`src/rtl/dsd_pkg.sv`:
```
package dsd_pkg;
  localparam int PH_W = 4;
  localparam int SEG_W = 7;
  localparam int MT_W = 6;

  typedef logic [SEG_W-1:0] seg7_t;
  typedef logic [PH_W-1:0] phase_t;

  // Seven-segment shape, bit order {g,f,e,d,c,b,a}; non-decimal codes dark.
  function automatic seg7_t shape_of(input logic [3:0] d);
    case (d)
      4'd0: shape_of = 7'h3F;
      4'd1: shape_of = 7'h06;
      4'd2: shape_of = 7'h5B;
      4'd3: shape_of = 7'h4F;
      4'd4: shape_of = 7'h66;
      4'd5: shape_of = 7'h6D;
      4'd6: shape_of = 7'h7D;
      4'd7: shape_of = 7'h07;
      4'd8: shape_of = 7'h7F;
      4'd9: shape_of = 7'h6F;
      default: shape_of = 7'h00;
    endcase
  endfunction

  // Phase bits that must be zero for a segment to be enabled.
  function automatic phase_t duty_mask(input logic sel_a, input logic sel_b);
    case ({sel_a, sel_b})
      2'b11: duty_mask = 4'hF;
      2'b01: duty_mask = 4'h7;
      2'b10: duty_mask = 4'h3;
      default: duty_mask = 4'h0;
    endcase
  endfunction

  // Fold a full shape onto the reduced minute-tens lines {g,f,e,c,b,ad}.
  function automatic logic [MT_W-1:0] fold_mt(input seg7_t s);
    fold_mt = {s[6], s[5], s[4], s[2], s[1], s[0]};
  endfunction
endpackage

```
`src/rtl/dsd_phase_gen.sv`:
```
module dsd_phase_gen
  import dsd_pkg::*;
(
  input  logic   clk,
  input  logic   rst_n,
  input  logic   tick,
  input  logic   sel_a,
  input  logic   sel_b,
  input  logic   blank_n,
  output phase_t phase,
  output logic   gate_on
);
  phase_t mask;

  always_ff @(posedge clk or negedge rst_n) begin
    if (!rst_n) phase <= '0;
    else if (tick) phase <= phase + 1'b1;
  end

  assign mask    = duty_mask(sel_a, sel_b);
  assign gate_on = blank_n && ((phase & mask) == '0);

  // counter steps by one per tick, wrapping naturally
  a_r2_phase_step: assert property (@(posedge clk) disable iff (!rst_n)
    tick |=> phase == $past(phase) + 1'b1);
  a_r2_phase_hold: assert property (@(posedge clk) disable iff (!rst_n)
    !tick |=> $stable(phase));
  // full duty is never gated off while unblanked
  a_r1_full_on: assert property (@(posedge clk) disable iff (!rst_n)
    (blank_n && !sel_a && !sel_b) |-> gate_on);
  // phase 0 enabled in every mode
  a_r2_phase0_on: assert property (@(posedge clk) disable iff (!rst_n)
    (blank_n && phase == '0) |-> gate_on);
endmodule

```
`src/rtl/dsd_digit.sv`:
```
module dsd_digit
  import dsd_pkg::*;
(
  input  logic [3:0] digit,
  input  logic       gate_on,
  output seg7_t      seg
);
  assign seg = gate_on ? shape_of(digit) : '0;
endmodule

```
`src/rtl/dim_seg_drv.sv`:
```
module dim_seg_drv
  import dsd_pkg::*;
(
  input  logic       clk,
  input  logic       rst_n,
  input  logic       pwm_tick_i,
  input  logic       dim_a_i,
  input  logic       dim_b_i,
  input  logic       blank_n_i,
  input  logic       colon_i,
  input  logic       hr_tens_i,
  input  logic [3:0] hr_ones_i,
  input  logic [2:0] mt_i,
  input  logic [3:0] mo_i,
  output logic       hr_lead_o,
  output logic [6:0] hr_ones_o,
  output logic [5:0] mt_o,
  output logic [6:0] mo_o,
  output logic       colon_o
);
  localparam int N_DIG = 3;

  phase_t      phase;
  logic        gate_on;
  logic [3:0]  dig_in  [N_DIG];
  seg7_t       dig_seg [N_DIG];
  logic [3:0]  mt_ext;

  dsd_phase_gen u_phase (
    .clk     (clk),
    .rst_n   (rst_n),
    .tick    (pwm_tick_i),
    .sel_a   (dim_a_i),
    .sel_b   (dim_b_i),
    .blank_n (blank_n_i),
    .phase   (phase),
    .gate_on (gate_on)
  );

  // Minute tens limited to 0..5; larger values map to a dark code.
  assign mt_ext    = (mt_i <= 3'd5) ? {1'b0, mt_i} : 4'hF;
  assign dig_in[0] = hr_ones_i;
  assign dig_in[1] = mt_ext;
  assign dig_in[2] = mo_i;

  for (genvar gi = 0; gi < N_DIG; gi++) begin : g_dig
    dsd_digit u_dig (
      .digit   (dig_in[gi]),
      .gate_on (gate_on),
      .seg     (dig_seg[gi])
    );
  end

  assign hr_lead_o = gate_on & hr_tens_i;
  assign hr_ones_o = dig_seg[0];
  assign mt_o      = fold_mt(dig_seg[1]);
  assign mo_o      = dig_seg[2];
  assign colon_o   = gate_on & colon_i;

  // blanking darkens everything
  a_r3_blank_dark: assert property (@(posedge clk) disable iff (!rst_n)
    !blank_n_i |-> (!hr_lead_o && hr_ones_o == '0 && mt_o == '0 &&
                    mo_o == '0 && !colon_o));
  // leading digit dark when hour tens is zero
  a_r4_lead_zero: assert property (@(posedge clk) disable iff (!rst_n)
    !hr_tens_i |-> !hr_lead_o);
  // shared a/d line dark for minute tens 1 and 4
  a_r6_ad_dark: assert property (@(posedge clk) disable iff (!rst_n)
    (mt_i == 3'd1 || mt_i == 3'd4) |-> !mt_o[0]);
  // colon never lit without the colon input
  a_r7_colon: assert property (@(posedge clk) disable iff (!rst_n)
    !colon_i |-> !colon_o);
  // segments and colon share one enable
  a_r1_common_gate: assert property (@(posedge clk) disable iff (!rst_n)
    (colon_i && hr_ones_i == 4'd8) |-> (colon_o == hr_ones_o[0]));
endmodule

```
`config.mk`:
```
export PLATFORM = sky130hd
export DESIGN_NAME = dim_seg_drv
export DESIGN_NICKNAME = d
export VERILOG_FILES = /design/src/rtl/dsd_pkg.sv /design/src/rtl/dsd_phase_gen.sv /design/src/rtl/dsd_digit.sv /design/src/rtl/dim_seg_drv.sv
export SDC_FILE = /design/constraint.sdc
export NUM_CORES = 1
export LEC_CHECK = 0
export CORE_MARGIN = 2
export CORE_UTILIZATION = 55
export CTS_CLUSTER_DIAMETER = 40
export CTS_CLUSTER_SIZE = 14
export DETAILED_ROUTE_END_ITERATION = 8
export DONT_BUFFER_PORTS = 1
export PLACE_DENSITY = 0.79
export RECOVER_POWER = 50
export SYNTH_ARGS = -nofsm -noshare
export SYNTH_HDL_FRONTEND = slang
export SYNTH_SLANG_ARGS = --single-unit
```
`constraint.sdc`:
```
create_clock -name clk -period 2 [get_ports clk]
set_clock_uncertainty 0.15 [all_clocks]
set_input_delay 0 -clock clk [delete_from_list [all_inputs] [get_ports clk]]
set_output_delay 0 -clock clk [all_outputs]
set_load 0.01 [all_outputs]
```
==> impl_metrics.tcl <==
set metrics [dict create \
    outcome "finished, final reports clean" \
    maxCapViolCount 0 \
    grt_pass1_wl_mm 2.68 \
    drt_iter0_markers 9 \
    peakVddDrop_mv 0.600 \
    clock_path_buffers 2 \
    fp.dieArea_um2 1750 \
    met3_usage_pct 4.35 \
    netlist_top_cells_area "ha_1 21%, dfrtp_1 13%, nand2b_1 7.1%" \
    multi_input_area_um2 619 \
    grt_max_degree 14 \
    finalSetupViolations 0 \
    die_y_um 41.9 \
    final_cell_mix "13 x ha_1, 11 x nor2_1, 10 x inv_1, 10 x a21oi_1, 10 x dlygate4sd3_1" \
    power.density_nw_per_um2 607 \
    totalWireLength_mm 1.60 \
    cts_max_level 1 \
    synth_nets 131 \
    seq_area_frac_synth_pct 12.7 \
    ff_latch_area_um2 100 \
    wl_per_cell_um 13.1 \
    synth_compound_area_share_pct 28.1 \
    final_nets 141 \
    worstPathRequired_ns 1.85 \
    clk_pin_slew_worst_paths_ns 0.03 \
    core_area_um2 1320 \
    cp_data_arrival_time_ns 1.62 \
    period_share_pct 88.6 \
    largest_reg_flops 4 \
    die_w_um 41.9 \
    finalInstanceArea_um2 906 \
    fin_tns_setup_ns 0 \
    cts.sinks 4 \
    yosysTopAreaCell "ha_1" \
    ant_nets 0 \
    final_hold_viol_count 0 \
    start_util_pct 59.8 \
    numCtsBuffers 3 \
    worstSetupPathType "reg -> out" \
    start_kind "flip-flop" \
    rsz0062_at_grt "false" \
    grt_overflow 0 \
    ys_types 26 \
    synth_top_family_by_area "compound AO/OA/AOI/OAI gates" \
    cts_tree "yes" \
    synth_xor_area_share_pct 4.44 \
    final_layout_size_suffix_gt1_share_pct 15.0 \
    cp-end-kind "output pin" \
    insertedDiodeCount 0 \
    drc 0 \
    grt_use_total_pct 19.7 \
    syn-mean-instance-area_um2 7.96 \
    synthSimpleGateAreaFrac_pct 22.7 \
    mostFrequentLayoutCell "ha_1" \
    syn_to_final_growth_pct 14.9 \
    dp_hpwl_mm 1.16 \
    clkLatencyLatePin_ns 0.23 \
    place_area_um2 783 \
    largestRegisters "u_phase.phase (4)" \
    hold_path_class "in -> out" \
    port_buffers 0 \
    busiest_layer "met2" \
    vias_per_cell 5.67 \
    rows 13 \
    netlist_area_um2 788 \
    n_fill_cell 114 \
    pin_count 41 \
    crit_fanout 13 \
    root_buffer "clkbuf_4" \
    max-slew-margin-rel_pct 62.8 \
    grt_pass1_vias 653 \
    regMostFlops "u_phase.phase" \
    grt_antenna_before_repair 0 \
    p_leak_uw 0.000399 \
    fin_crit_ns 1.77 \
    yosys_warnings 0 \
    syn_inst 99 \
    gp_congestion 0.809 \
    dr_total_vias 692 \
    met1_usage_pct 22.4 \
    synthAdderAreaFrac_pct 20.6 \
    synth_top_area_share_pct 20.6 \
    ys_ff_latch 4 \
    postCtsSetupBuffers 0 \
    fmax_ghz 0.565 \
    grtUsageMet2_pct 34.4 \
    muxShareOfSynthArea_pct 2.70 \
    first_pass_iters 4 \
    slew_violations 0 \
    tightest_slew_ns 0.556 \
]
power by group:
group          switching (µW)  internal, µW
Sequential               41.3           125
Combinational             156           133
Clock                    28.9          66.8
Total                     226           324
cell type report:
cell class                      count  share of cell area [%]
Inverter                           10                    4.14
Multi-Input combinational cell     79                    68.4
Tap cell                           15                    2.07
Timing Repair Buffer               11                    11.9
Clock buffer                        3                    2.49
Sequential cell                     4                    11.0
metrics by stage:
step	hold WS, ns	setup slack (ns)	total power, µW	instances	utilization (%)
after detailed placement	-0.446	0.469	439	109	59.4
after floorplan	-0.446	0.726	412	99	-
after global routing	0.0201	0.100	603	122	68.8
final	0.00239	0.229	550	122	68.8
after CTS	0.00520	0.215	561	122	68.8
after global placement	-0.446	0.481	427	109	59.4
per-layer routing:
metal  vias to the layer above  share of wire [%]
met4                         0                  0
met5                         -                  0
li1                        353                  -
met3                         0                5.9
met1                       316                 41
met2                        23                 53
path summary, 6_finish.rpt:
path	from	to	slack, ns	depth (start not counted)
worst max register to register	u_phase.phase[0]	u_phase.phase[1]	0.77	2
worst min register to register	u_phase.phase[3]	u_phase.phase[3]	0.33	1
max in group asynchronous	rst_n	u_phase.phase[0]	1.10	2
worst min-delay path	hr_ones_i[2]	hr_ones_o[5]	0.002	2
worst max-delay path	u_phase.phase[0]	hr_ones_o[1]	0.23	4
min in group asynchronous	rst_n	u_phase.phase[3]	0.43	2
synth_stat cells, drive strengths merged:
master,number
a2111oi,1
o211ai,1
xnor2,3
o21bai,2
o22ai,2
nand2b,9
ha,13
inv,10
mux2,1
nor2,11
nand4,1
a211oi,4
mux2i,1
nand2,3
a21o,5
a21oi,10
clkbuf,4
dfrtp,4
xor2,1
o21a,3
nor3,5
nor2b,3
buf,2
worst max-delay path, cell delays in order (launching register included):
cell and delay (ns):
dfrtp_1 0.41, o22ai_2 0.14, o211ai_2 0.27, buf_4 0.28
a211oi_2 0.29
logic make-up after synthesis:
group	after synthesis
DFF	4
and+or+nand+nor	32
xor gates and xnor gates	4
adders and majority gates	13
buffers and inverters	16
muxes	2
AOI/OAI and AO/OA	28
timing repair:
item                      4_1_cts  5_1_grt
hold buffers                   10        0
resized for setup               0        0
hold endpoints to repair       14        0
Power figures use the tool's default switching activity.
